File: config.mk
export PLATFORM = sky130hd
export DESIGN_NAME = sync_mode_detect
export DESIGN_NICKNAME = d
export VERILOG_FILES = /design/src/rtl/sync_mode_pkg.sv /design/src/rtl/sync_polarity.sv /design/src/rtl/line_meter.sv /design/src/rtl/mode_matcher.sv /design/src/rtl/sync_mode_detect.sv
export SDC_FILE = /design/constraint.sdc
export NUM_CORES = 1
export LEC_CHECK = 0
export BUFFER_PORTS_ARGS = -buffer_cell sky130_fd_sc_hd__buf_4
export CORE_MARGIN = 2
export CORE_UTILIZATION = 42
export CTS_CLUSTER_DIAMETER = 200
export DETAILED_ROUTE_END_ITERATION = 12
export GPL_ROUTABILITY_DRIVEN = 0
export HOLD_SLACK_MARGIN = 0.15
export PLACE_DENSITY_LB_ADDON = 0.15
export SYNTH_ARGS = -nofsm -noshare
export SYNTH_HDL_FRONTEND = slang
export SYNTH_SLANG_ARGS = --single-unit
File: constraint.sdc
create_clock -name clk -period 17.9 [get_ports clk]
set_input_delay 0.895 -clock clk [delete_from_list [all_inputs] [get_ports clk]]
set_output_delay 0.895 -clock clk [all_outputs]
set_load 0.01 [all_outputs]
File: src/rtl/sync_mode_pkg.sv
package sync_mode_pkg;

  // reciprocal of the allowed line-period error (1/50 = 2 percent)
  localparam logic [31:0] TOL_RECIP = 32'd50;

  function automatic logic [31:0] abs_diff(input logic [31:0] a, input logic [31:0] b);
    return (a > b) ? (a - b) : (b - a);
  endfunction

  function automatic logic [31:0] mode_cost(input logic [31:0] per, input logic [31:0] lines,
                                            input logic [31:0] ref_per, input logic [31:0] ref_lines,
                                            input logic [31:0] weight);
    return abs_diff(per, ref_per) + weight * abs_diff(lines, ref_lines);
  endfunction

  function automatic logic period_in_tol(input logic [31:0] per, input logic [31:0] ref_per);
    return (abs_diff(per, ref_per) * TOL_RECIP) <= ref_per;
  endfunction

endpackage

File: src/rtl/sync_polarity.sv
module sync_polarity #(
  parameter int CNT_W = 16
) (
  input  logic clk,
  input  logic rst_n,
  input  logic sync_raw,
  output logic act_edge
);
  logic [1:0]       meta_q;
  logic             raw_prev_q;
  logic             inv_q;
  logic             norm_prev_q;
  logic [CNT_W-1:0] hi_cnt;
  logic [CNT_W-1:0] lo_cnt;
  logic             s_sync;
  logic             raw_rise;
  logic             norm;

  assign s_sync   = meta_q[1];
  assign raw_rise = s_sync & ~raw_prev_q;
  assign norm     = s_sync ^ inv_q;
  assign act_edge = norm & ~norm_prev_q;

  always_ff @(posedge clk or negedge rst_n) begin
    if (!rst_n) begin
      meta_q      <= '0;
      raw_prev_q  <= 1'b0;
      inv_q       <= 1'b0;
      norm_prev_q <= 1'b0;
      hi_cnt      <= '0;
      lo_cnt      <= '0;
    end else begin
      meta_q      <= {meta_q[0], sync_raw};
      raw_prev_q  <= s_sync;
      norm_prev_q <= norm;
      if (raw_rise) begin
        inv_q  <= (hi_cnt > lo_cnt);
        hi_cnt <= {{(CNT_W-1){1'b0}}, 1'b1};
        lo_cnt <= '0;
      end else if (s_sync) begin
        if (hi_cnt != '1) hi_cnt <= hi_cnt + 1'b1;
      end else begin
        if (lo_cnt != '1) lo_cnt <= lo_cnt + 1'b1;
      end
    end
  end

  AST_EDGE_SPACED: assert property (@(posedge clk) disable iff (!rst_n)
    act_edge |=> !act_edge);

endmodule

File: src/rtl/line_meter.sv
module line_meter #(
  parameter int PER_W      = 16,
  parameter int LINE_W     = 12,
  parameter int VS_TIMEOUT = 4000000,
  localparam int TO_W      = $clog2(VS_TIMEOUT + 1)
) (
  input  logic              clk,
  input  logic              rst_n,
  input  logic              hs_edge,
  input  logic              vs_edge,
  output logic [PER_W-1:0]  line_period,
  output logic [LINE_W-1:0] line_count,
  output logic              sync_lost
);
  localparam logic [TO_W-1:0] TO_LIM = TO_W'(VS_TIMEOUT - 1);

  logic [PER_W-1:0] per_cnt;
  logic [TO_W-1:0]  to_cnt;

  assign sync_lost = (to_cnt == TO_LIM);

  always_ff @(posedge clk or negedge rst_n) begin
    if (!rst_n) begin
      per_cnt     <= '0;
      to_cnt      <= '0;
      line_period <= '0;
      line_count  <= '0;
    end else if (sync_lost) begin
      per_cnt     <= '0;
      to_cnt      <= '0;
      line_period <= '0;
      line_count  <= '0;
    end else begin
      if (vs_edge) to_cnt <= '0;
      else         to_cnt <= to_cnt + 1'b1;

      if (hs_edge) begin
        line_period <= (per_cnt == '1) ? per_cnt : per_cnt + 1'b1;
        per_cnt     <= '0;
      end else if (per_cnt != '1) begin
        per_cnt <= per_cnt + 1'b1;
      end

      if (vs_edge)
        line_count <= {{(LINE_W-1){1'b0}}, hs_edge};
      else if (hs_edge && line_count != '1)
        line_count <= line_count + 1'b1;
    end
  end

  AST_COUNT_HOLDS: assert property (@(posedge clk) disable iff (!rst_n)
    (!hs_edge && !vs_edge && !sync_lost) |=> $stable(line_count));
  AST_LOST_CLEARS: assert property (@(posedge clk) disable iff (!rst_n)
    sync_lost |=> (line_period == '0 && line_count == '0));

endmodule

File: src/rtl/mode_matcher.sv
module mode_matcher
  import sync_mode_pkg::*;
#(
  parameter int NUM_MODES   = 4,
  parameter int PER_W       = 16,
  parameter int LINE_W      = 12,
  parameter int LINE_WEIGHT = 4,
  parameter logic [NUM_MODES*PER_W-1:0]  TBL_PERIOD = '0,
  parameter logic [NUM_MODES*LINE_W-1:0] TBL_LINES  = '0,
  localparam int IDX_W = (NUM_MODES > 1) ? $clog2(NUM_MODES) : 1
) (
  input  logic              clk,
  input  logic              rst_n,
  input  logic [PER_W-1:0]  period,
  input  logic [LINE_W-1:0] lines,
  output logic [IDX_W-1:0]  best_idx,
  output logic              best_ok
);
  logic [31:0] cost    [NUM_MODES];
  logic        cand_ok [NUM_MODES];
  logic [31:0] best_cost;

  for (genvar g = 0; g < NUM_MODES; g++) begin : g_cand
    assign cost[g]    = mode_cost(32'(period), 32'(lines),
                                  32'(TBL_PERIOD[g*PER_W +: PER_W]),
                                  32'(TBL_LINES[g*LINE_W +: LINE_W]),
                                  32'(LINE_WEIGHT));
    assign cand_ok[g] = period_in_tol(32'(period), 32'(TBL_PERIOD[g*PER_W +: PER_W]));
  end

  always_comb begin
    best_ok   = 1'b0;
    best_idx  = '0;
    best_cost = '1;
    for (int i = 0; i < NUM_MODES; i++) begin
      if (cand_ok[i] && (!best_ok || cost[i] < best_cost)) begin
        best_ok   = 1'b1;
        best_idx  = IDX_W'(i);
        best_cost = cost[i];
      end
    end
  end

  AST_WINNER_IN_TOL: assert property (@(posedge clk) disable iff (!rst_n)
    best_ok |-> period_in_tol(32'(period), 32'(TBL_PERIOD[best_idx*PER_W +: PER_W])));

endmodule

File: src/rtl/sync_mode_detect.sv
module sync_mode_detect #(
  parameter int NUM_MODES     = 4,
  parameter int PER_W         = 16,
  parameter int LINE_W        = 12,
  parameter int DIV_W         = 12,
  parameter int LINE_WEIGHT   = 4,
  parameter int STABLE_FRAMES = 3,
  parameter int VS_TIMEOUT    = 4000000,
  parameter logic [NUM_MODES*PER_W-1:0]  TBL_PERIOD = {16'd2083, 16'd2585, 16'd3300, 16'd3972},
  parameter logic [NUM_MODES*LINE_W-1:0] TBL_LINES  = {12'd1000, 12'd806, 12'd628, 12'd525},
  parameter logic [NUM_MODES*DIV_W-1:0]  TBL_DIV    = {12'd1800, 12'd1344, 12'd1056, 12'd800},
  localparam int IDX_W = (NUM_MODES > 1) ? $clog2(NUM_MODES) : 1
) (
  input  logic             clk,
  input  logic             rst_n,
  input  logic             hsync_in,
  input  logic             vsync_in,
  output logic             mode_valid,
  output logic [IDX_W-1:0] mode_idx,
  output logic [DIV_W-1:0] pll_div
);
  localparam int TO_W   = $clog2(VS_TIMEOUT + 1);
  localparam int STAB_W = $clog2(STABLE_FRAMES + 1);
  localparam logic [STAB_W-1:0] STAB_LIM = STAB_W'(STABLE_FRAMES);

  logic              hs_edge;
  logic              vs_edge;
  logic              sync_lost;
  logic [PER_W-1:0]  line_period;
  logic [LINE_W-1:0] line_count;
  logic [IDX_W-1:0]  best_idx;
  logic              best_ok;
  logic [STAB_W-1:0] run_cnt;
  logic [STAB_W-1:0] run_nxt;
  logic [IDX_W-1:0]  last_idx;
  logic [DIV_W-1:0]  div_q;
  logic              valid_q;

  sync_polarity #(.CNT_W(PER_W)) u_hpol (
    .clk(clk), .rst_n(rst_n), .sync_raw(hsync_in), .act_edge(hs_edge));

  sync_polarity #(.CNT_W(TO_W)) u_vpol (
    .clk(clk), .rst_n(rst_n), .sync_raw(vsync_in), .act_edge(vs_edge));

  line_meter #(.PER_W(PER_W), .LINE_W(LINE_W), .VS_TIMEOUT(VS_TIMEOUT)) u_meter (
    .clk(clk), .rst_n(rst_n), .hs_edge(hs_edge), .vs_edge(vs_edge),
    .line_period(line_period), .line_count(line_count), .sync_lost(sync_lost));

  mode_matcher #(
    .NUM_MODES(NUM_MODES), .PER_W(PER_W), .LINE_W(LINE_W), .LINE_WEIGHT(LINE_WEIGHT),
    .TBL_PERIOD(TBL_PERIOD), .TBL_LINES(TBL_LINES)
  ) u_match (
    .clk(clk), .rst_n(rst_n), .period(line_period), .lines(line_count),
    .best_idx(best_idx), .best_ok(best_ok));

  assign run_nxt = (run_cnt == STAB_LIM) ? STAB_LIM : run_cnt + 1'b1;

  always_ff @(posedge clk or negedge rst_n) begin
    if (!rst_n) begin
      run_cnt  <= '0;
      last_idx <= '0;
      div_q    <= '0;
      valid_q  <= 1'b0;
    end else if (sync_lost) begin
      run_cnt  <= '0;
      last_idx <= '0;
      div_q    <= '0;
      valid_q  <= 1'b0;
    end else if (vs_edge) begin
      if (!best_ok) begin
        run_cnt <= '0;
        valid_q <= 1'b0;
        div_q   <= '0;
      end else if (run_cnt != '0 && best_idx == last_idx) begin
        run_cnt <= run_nxt;
        valid_q <= (run_nxt == STAB_LIM);
      end else begin
        run_cnt <= STAB_W'(1);
        valid_q <= (STAB_LIM == STAB_W'(1));
      end
      last_idx <= best_idx;
      if (best_ok) div_q <= TBL_DIV[best_idx*DIV_W +: DIV_W];
    end
  end

  assign mode_valid = valid_q;
  assign mode_idx   = valid_q ? last_idx : '0;
  assign pll_div    = valid_q ? div_q : '0;

  AST_VALID_AT_FRAME: assert property (@(posedge clk) disable iff (!rst_n)
    $rose(mode_valid) |-> $past(vs_edge));
  AST_IDX_HELD: assert property (@(posedge clk) disable iff (!rst_n)
    (mode_valid && $past(mode_valid)) |-> $stable(mode_idx));
  AST_LOST_DROPS: assert property (@(posedge clk) disable iff (!rst_n)
    sync_lost |=> !mode_valid);
  AST_VALID_NEEDS_MATCH: assert property (@(posedge clk) disable iff (!rst_n)
    (vs_edge && !best_ok && !sync_lost) |=> !mode_valid);

endmodule

Word level (Yosys, flattened, before mapping)
Cells that the tools add are included.
{ "totals": {"word_cells": 177, "output_inout_bits": 15, "regBits": 169, "input_bits": 4} }
{ "op_classes": {"eq_ne": 13, "shift": 1, "bitwise_logic": 10, "n_mux": 57, "order_cmp": 17, "n_reduce_logical": 26, "mul": 5, "addsub": 28} }
{ "op_table": {"columns": ["op", "count"], "rows": [
  ["$mux 32", 7],
  ["$mux 16", 12],
  ["$mux 22", 8],
  ["$add 32x32->32", 4],
  ["$le 32x12->1 const B", 4],
  ["$mul 32x5->31 const B", 4],
  ["$mux 30", 4],
  ["$lt 32x32->1", 3],
  ["$mux 12", 7],
  ["$sub 12x16->17 const A", 4],
  ["$sub 16x12->17 const B", 4],
  ["$add 22x1->22 const B", 3],
  ["$gt 16x12->1 const B", 4],
  ["$sub 10x12->13 const A", 4],
  ["$sub 12x10->13 const B", 4],
  ["$add 16x1->16 const B", 3],
  ["$gt 12x10->1 const B", 4],
  ["$ne 16x16->1 const B", 3],
  ["$shiftx 48x7->12 const A", 1],
  ["$ne 22x22->1 const B", 2],
  ["$eq 22x22->1 const B", 1],
  ["$gt 22x22->1", 1],
  ["$mux 2", 10],
  ["$reduce_bool 2->1", 9],
  ["18 further kinds", 47]
]} }

Logic depth before layout (Yosys ltp)
{ "logic_depth": {"ltp_word": 23, "ltp_mapped": 65} }

Modules after synthesis
From an unflattened synthesis, not the netlist that was laid out.
{ "hier_totals": {"hier_cells": 3362, "area_unflattened_um2": 26758.2} }
{ "modules_own_cells": {"columns": ["mod", "cells_per_inst", "area_each_um2", "seq_area_each_um2", "instances"], "rows": [
  ["mode_matcher", 2317, 17046.3, 0.0, 1],
  ["line_meter", 375, 3499.6, 1651.6, 1],
  ["sync_polarity (u_vpol)", 340, 3180.6, 1226.2, 1],
  ["sync_polarity (u_hpol)", 259, 2347.3, 925.9, 1],
  ["sync_mode_detect", 71, 684.4, 275.3, 1]
]} }

Worst setup path after synthesis
No wires, ideal clock.
{ "synth_path": {"path_type": "register to register", "start": "register u_meter.line_period[15]", "end": "register valid_q, in the netlist mode_valid", "arrival_time_ns": 12.576, "required_time_ns": 17.779, "setup_slack_ns": 5.203, "setup_ns": 0.121, "stages_incl_launch_ff": 60, "path_cell_list": "dfrtp_1 -> buf_6 -> or4_4 -> buf_6 -> clkbuf_1 -> nor2_1 -> clkbuf_1 -> o21ai_0 -> xnor2_1 -> ha_1 -> ha_1 -> fa_1 -> ha_1 -> buf_2 -> a211oi_1 -> o21bai_1 -> a21oi_1 -> nor2b_1 -> [24 not listed] -> o21a_1 -> buf_2 -> buf_2 -> nor2_1 -> a21oi_1 -> ha_1 -> nor2b_1 -> o21a_1 -> o21a_1 -> o21ai_0 -> nand2_1 -> a21oi_1 -> o21ai_0 -> a31o_1 -> a21oi_1 -> mux2_2 -> a32oi_1 -> nand2_1"} }
{ "synth_via": {"elab_chain_cells": 23} }
{ "synth_rtl": {"columns": ["item", "line_no", "source"], "rows": [
  ["start: declaration", "line_meter.sv:11", "output logic [PER_W-1:0] line_period,"],
  ["start signal: assignment", "line_meter.sv:38", "line_period <= (per_cnt == '1) ? per_cnt : per_cnt + 1'b1;"],
  ["$sub 12x16->17 (tied with other cells)", "sync_mode_pkg.sv:7", "return (a > b) ? (a - b) : (b - a);"],
  ["$mux 32", "sync_mode_pkg.sv:7", null],
  ["$mul 32x5->31", "sync_mode_pkg.sv:17", "return (abs_diff(per, ref_per) * TOL_RECIP) <= ref_per;"],
  ["$le 32x12->1", "sync_mode_pkg.sv:17", null],
  ["$mux 32 or $mux 1 (tied branches)", "mode_matcher.sv:36", "if (cand_ok[i] && (!best_ok || cost[i] < best_cost)) begin"],
  ["$lt 32x32->1 or $logic_not 1->1 (tied branches)", "mode_matcher.sv:36", null],
  ["$logic_or 1x1->1", "mode_matcher.sv:36", null],
  ["$logic_and 1x1->1", "mode_matcher.sv:36", null],
  ["[7 not listed]", null, null],
  ["$logic_and 1x1->1", "mode_matcher.sv:36", null],
  ["$mux 2", "mode_matcher.sv:36", null],
  ["$eq 2x2->1", "sync_mode_detect.sv:74", "end else if (run_cnt != '0 && best_idx == last_idx) begin"],
  ["$logic_and 1x1->1", "sync_mode_detect.sv:74", null],
  ["$mux 1", "sync_mode_detect.sv:74", null],
  ["$mux 1 (*)", "sync_mode_detect.sv:70", "if (!best_ok) begin"],
  ["$mux 1 (*)", "sync_mode_detect.sv:69", "end else if (vs_edge) begin"],
  ["$mux 1 (*)", "sync_mode_detect.sv:64", "end else if (sync_lost) begin"],
  ["end signal: assignment", "sync_mode_detect.sv:76", "valid_q <= (run_nxt == STAB_LIM);"],
  ["end signal: assignment", "sync_mode_detect.sv:79", "valid_q <= (STAB_LIM == STAB_W'(1));"],
  ["end: declaration", "sync_mode_detect.sv:37", "logic valid_q;"]
]} }
Mark *: on every way between the ends. The rest lies on a longest branch, timed or not. The select of a mux whose other input is x is not followed.
A chain may end at the register's enable or synchronous reset.

Worst setup path after layout
{ "layout_path": {"start": "register u_meter.line_period[0]", "end": "register run_cnt[1]"} }
{ "layout_via": {"elab_chain_cells": 23} }
{ "layout_rtl": {"columns": ["item", "line_no", "source"], "rows": [
  ["$sub 12x16->17 (tied with other cells)", "sync_mode_pkg.sv:7", null],
  ["$mux 32", "sync_mode_pkg.sv:7", null],
  ["$mul 32x5->31", "sync_mode_pkg.sv:17", null],
  ["$le 32x12->1", "sync_mode_pkg.sv:17", null],
  ["$mux 32 or $mux 1 (tied branches)", "mode_matcher.sv:36", null],
  ["$lt 32x32->1 or $logic_not 1->1 (tied branches)", "mode_matcher.sv:36", null],
  ["$logic_or 1x1->1", "mode_matcher.sv:36", null],
  ["$logic_and 1x1->1", "mode_matcher.sv:36", null],
  ["[7 not listed]", null, null],
  ["$logic_and 1x1->1", "mode_matcher.sv:36", null],
  ["$mux 2", "mode_matcher.sv:36", null],
  ["$eq 2x2->1", "sync_mode_detect.sv:74", null],
  ["$logic_and 1x1->1", "sync_mode_detect.sv:74", null],
  ["$mux 2", "sync_mode_detect.sv:74", null],
  ["$mux 2 (*)", "sync_mode_detect.sv:70", null],
  ["$mux 2 (*)", "sync_mode_detect.sv:69", null],
  ["$mux 2 (*)", "sync_mode_detect.sv:64", null],
  ["end signal: assignment", "sync_mode_detect.sv:75", "run_cnt <= run_nxt;"],
  ["end: declaration", "sync_mode_detect.sv:33", "logic [STAB_W-1:0] run_cnt;"]
]} }
Marked as above.

==> flow_summary.toml <==
[die]
io_pins = 19
dieArea_um2 = 64700
core_area_um2 = 61800
die-height_um = 254
fp.dieW_um = 254
rows = 91
initial_utilization_pct = 42.6

[detailed_routing]
firstDrtPassIters = 5
vias_per_cell = 5.84
routed-via-count = 24123
wl_per_cell_um = 18.5
wirelength_mm = 76.7
drc_errors = 0
final_antenna_net_count = 0
drt_iter0_drc = 1593

[layout]
multi_input_area_um2 = 20600
diodes = 0
final_common_cell = "ha_1"
final_cell_mix = "ha_1 (436), nor2_1 (300), inv_1 (297)"
ff_latch_area_um2 = 4080
layout.nets = 3792
drive_gt1_share_pct = 4.25
utilization_pct = 44.9
areaGrowthSynthToFinish_pct = 5.36
fillers = 6158
stdcell_area_um2 = 27700

[synth]
synth_warnings = 0
yosys_most_used_dff = "dfrtp_1"
syn_inst = 3354
ys_types = 100
syn_area_um2 = 26300
synth_edf_count = 0
synth-seq-cells = 163
async_reset_ff_share_pct = 100
syn_avg_cell_area_um2 = 7.85
synth-seq-area-share_pct = 15.5

[flow_run]
drv_cap = 1

[grt]
antenna_found_initial = 0
grt_pass1_vias = 23128
overflow = 0
track_usage_pct = 23.8
grt_pass1_wl_mm = 125
grt_max_degree = 89

[timing]
rsz0062_at_grt = "no"
hold_viol = 0
slew_headroom_pct = 0.529
finalClockSkew_ns = 0.0221
finalWorstSetupSlack_ns = 1.27
drv_slew = 0
fin_crit_sh_pct = 92.9
finalCriticalPeriod_ns = 16.63
fmax_mhz = 60.1
setup_tns_ns = 0
worst_pin_slew_ns = 1.47
setup_viol = 0

[worst_setup_path]
slowest_stage = "a2111oi_0"
slowest_delay_ns = 0.91
critPathLaunchType = "register"
r2r_end = "run_cnt[1]"
r2r_start = "u_meter.line_period[0]"
cpMostUsedCell = "ha_1"
required_ns = 18.28
reg2reg_slack_ns = 1.27
crit_type = "reg -> reg"
cp-startpoint = "u_meter.line_period[0]"
worstPathArrival_ns = 17.00
crit_path_end_kind = "register"
r2r_cells = 57
path_max_fanout = 37

[clock_network]
clkSinkCount = 163
cts_buffers = 17
cts_tree = "yes"
postCtsResizedCells = 0
postCtsSetupRepairBufs = 0
hold_buffers = 0
htree_levels = 4
path_clk_slew_ns = 0.07
clk_path_buf_depth = 2
clockRootBuffer = "clkbuf_16"
insertion_delay_ns = 0.46

[run_status]
status = "finished, violations left"
violations = "capacitance limit"

[place]
place_area_um2 = 27100
hpwl_mm = 61.9
portBuffers = 12
dpl_worst_slack_ns = 1.47

[min_path]
hp-start = "u_vpol.meta_q[0]"
hp-class = "reg -> reg"
hold-path-cell-count = 0
hold_path_end = "u_vpol.meta_q[1]"
==> per-layer routing <==
layer / routed length (um) / up-vias / track usage [%]
li1: - / 11789 / -
met1: 36000 / 11558 / 33.0
met2: 33900 / 663 / 37.6
met3: 3920 / 113 / 2.68
met4: 2760 / 0 / 9.24
met5: 0 / - / 0
==> cells in the mapped netlist (32+ instances only) <==
library cell / number / area share [%]
nand2_1: 262 / 3.7
xnor2_1: 136 / 4.5
xor2_1: 108 / 3.6
nand2b_1: 36 / 0.86
a21oi_1: 236 / 4.5
and3_1: 55 / 1.3
inv_1: 297 / 4.2
nor2b_1: 42 / 1.0
o21ai_0: 205 / 3.9
nor2_1: 301 / 4.3
mux2i_1: 45 / 1.7
nand3_1: 80 / 1.5
a31oi_1: 32 / 0.76
fa_1: 69 / 5.2
clkbuf_1: 89 / 1.3
nor3_1: 62 / 1.2
nand4_1: 61 / 1.4
ha_1: 436 / 21
dfrtp_1: 163 / 15
a211oi_1: 46 / 1.3
o21a_1: 39 / 1.1
a21o_1: 86 / 2.5
==> final cells by class <==
type | count | share of cell area (%)
clock inverter | 14 | 0.595
sequential | 163 | 14.7
clock buffer | 18 | 1.58
multi-input combinational | 2760 | 74.2
timing repair buffer | 40 | 1.10
inverter | 301 | 4.07
tap | 837 | 3.77
==> flip-flops by register name, summed over array words and instances, names as in the netlist <==
register             cells
div_q                    6
last_idx                 2
mode_valid               1
run_cnt                  2
u_hpol.hi_cnt           16
u_hpol.inv_q             1
u_hpol.lo_cnt           16
u_hpol.meta_q            2
u_hpol.norm_prev_q       1
u_hpol.raw_prev_q        1
u_meter.line_count      12
u_meter.line_period     16
u_meter.per_cnt         16
u_meter.to_cnt          22
u_vpol.hi_cnt           22
u_vpol.inv_q             1
u_vpol.lo_cnt           22
u_vpol.meta_q            2
u_vpol.norm_prev_q       1
u_vpol.raw_prev_q        1
==> worst max path at each step <==
| stage | slack (ns) | endpoint |
|---|---|---|
| 5_1_grt | 0.05 | run_cnt[1] |
| 6_report | 1.27 | run_cnt[1] |
| 3_3_place_gp | 2.26 | mode_valid |
| 2_1_floorplan | 5.20 | mode_valid |
| 4_1_cts | 1.37 | run_cnt[1] |
| 3_5_place_dp | 1.47 | run_cnt[1] |
==> cell families (layout without fill, tap and decap cells) <==
| kind of cell | after synthesis | count (layout) | share of synthesized area (%) |
|---|---|---|---|
| fa+ha+maj | 505 | 505 | 26.0 |
| buf+inv | 436 | 373 | 6.52 |
| other cells | 1 | 6 | 0.0142 |
| flops | 163 | 163 | 15.5 |
| compound gates | 885 | 885 | 21.8 |
| simple gates | 1067 | 1067 | 20.1 |
| xor+xnor | 244 | 244 | 8.12 |
| mux | 53 | 53 | 2.05 |
==> through the flow <==
stage | cells | hold WS (ns)
floorplan | 3359 | 0.331
global placement | 4101 | 0.343
detailed placement | 4101 | 0.344
CTS | 4133 | 0.361
global route | 4133 | 0.362
finish | 4133 | 0.357
==> critical path, delay by kind of cell (launching register included) <==
family / cells / cell delay [ns]
AO/OA/AOI/OAI: 25 / 7.99
buffers and inverters: 7 / 1.51
flip-flops: 1 / 0.33
multiplexers: 1 / 0.39
AND/OR/NAND/NOR: 16 / 3.36
adder cells (fa/ha/maj): 8 / 2.92
Power is left out: the tool's default activity adds up to more than one toggle a clock period on the data nets, which glitch-free logic cannot reach.
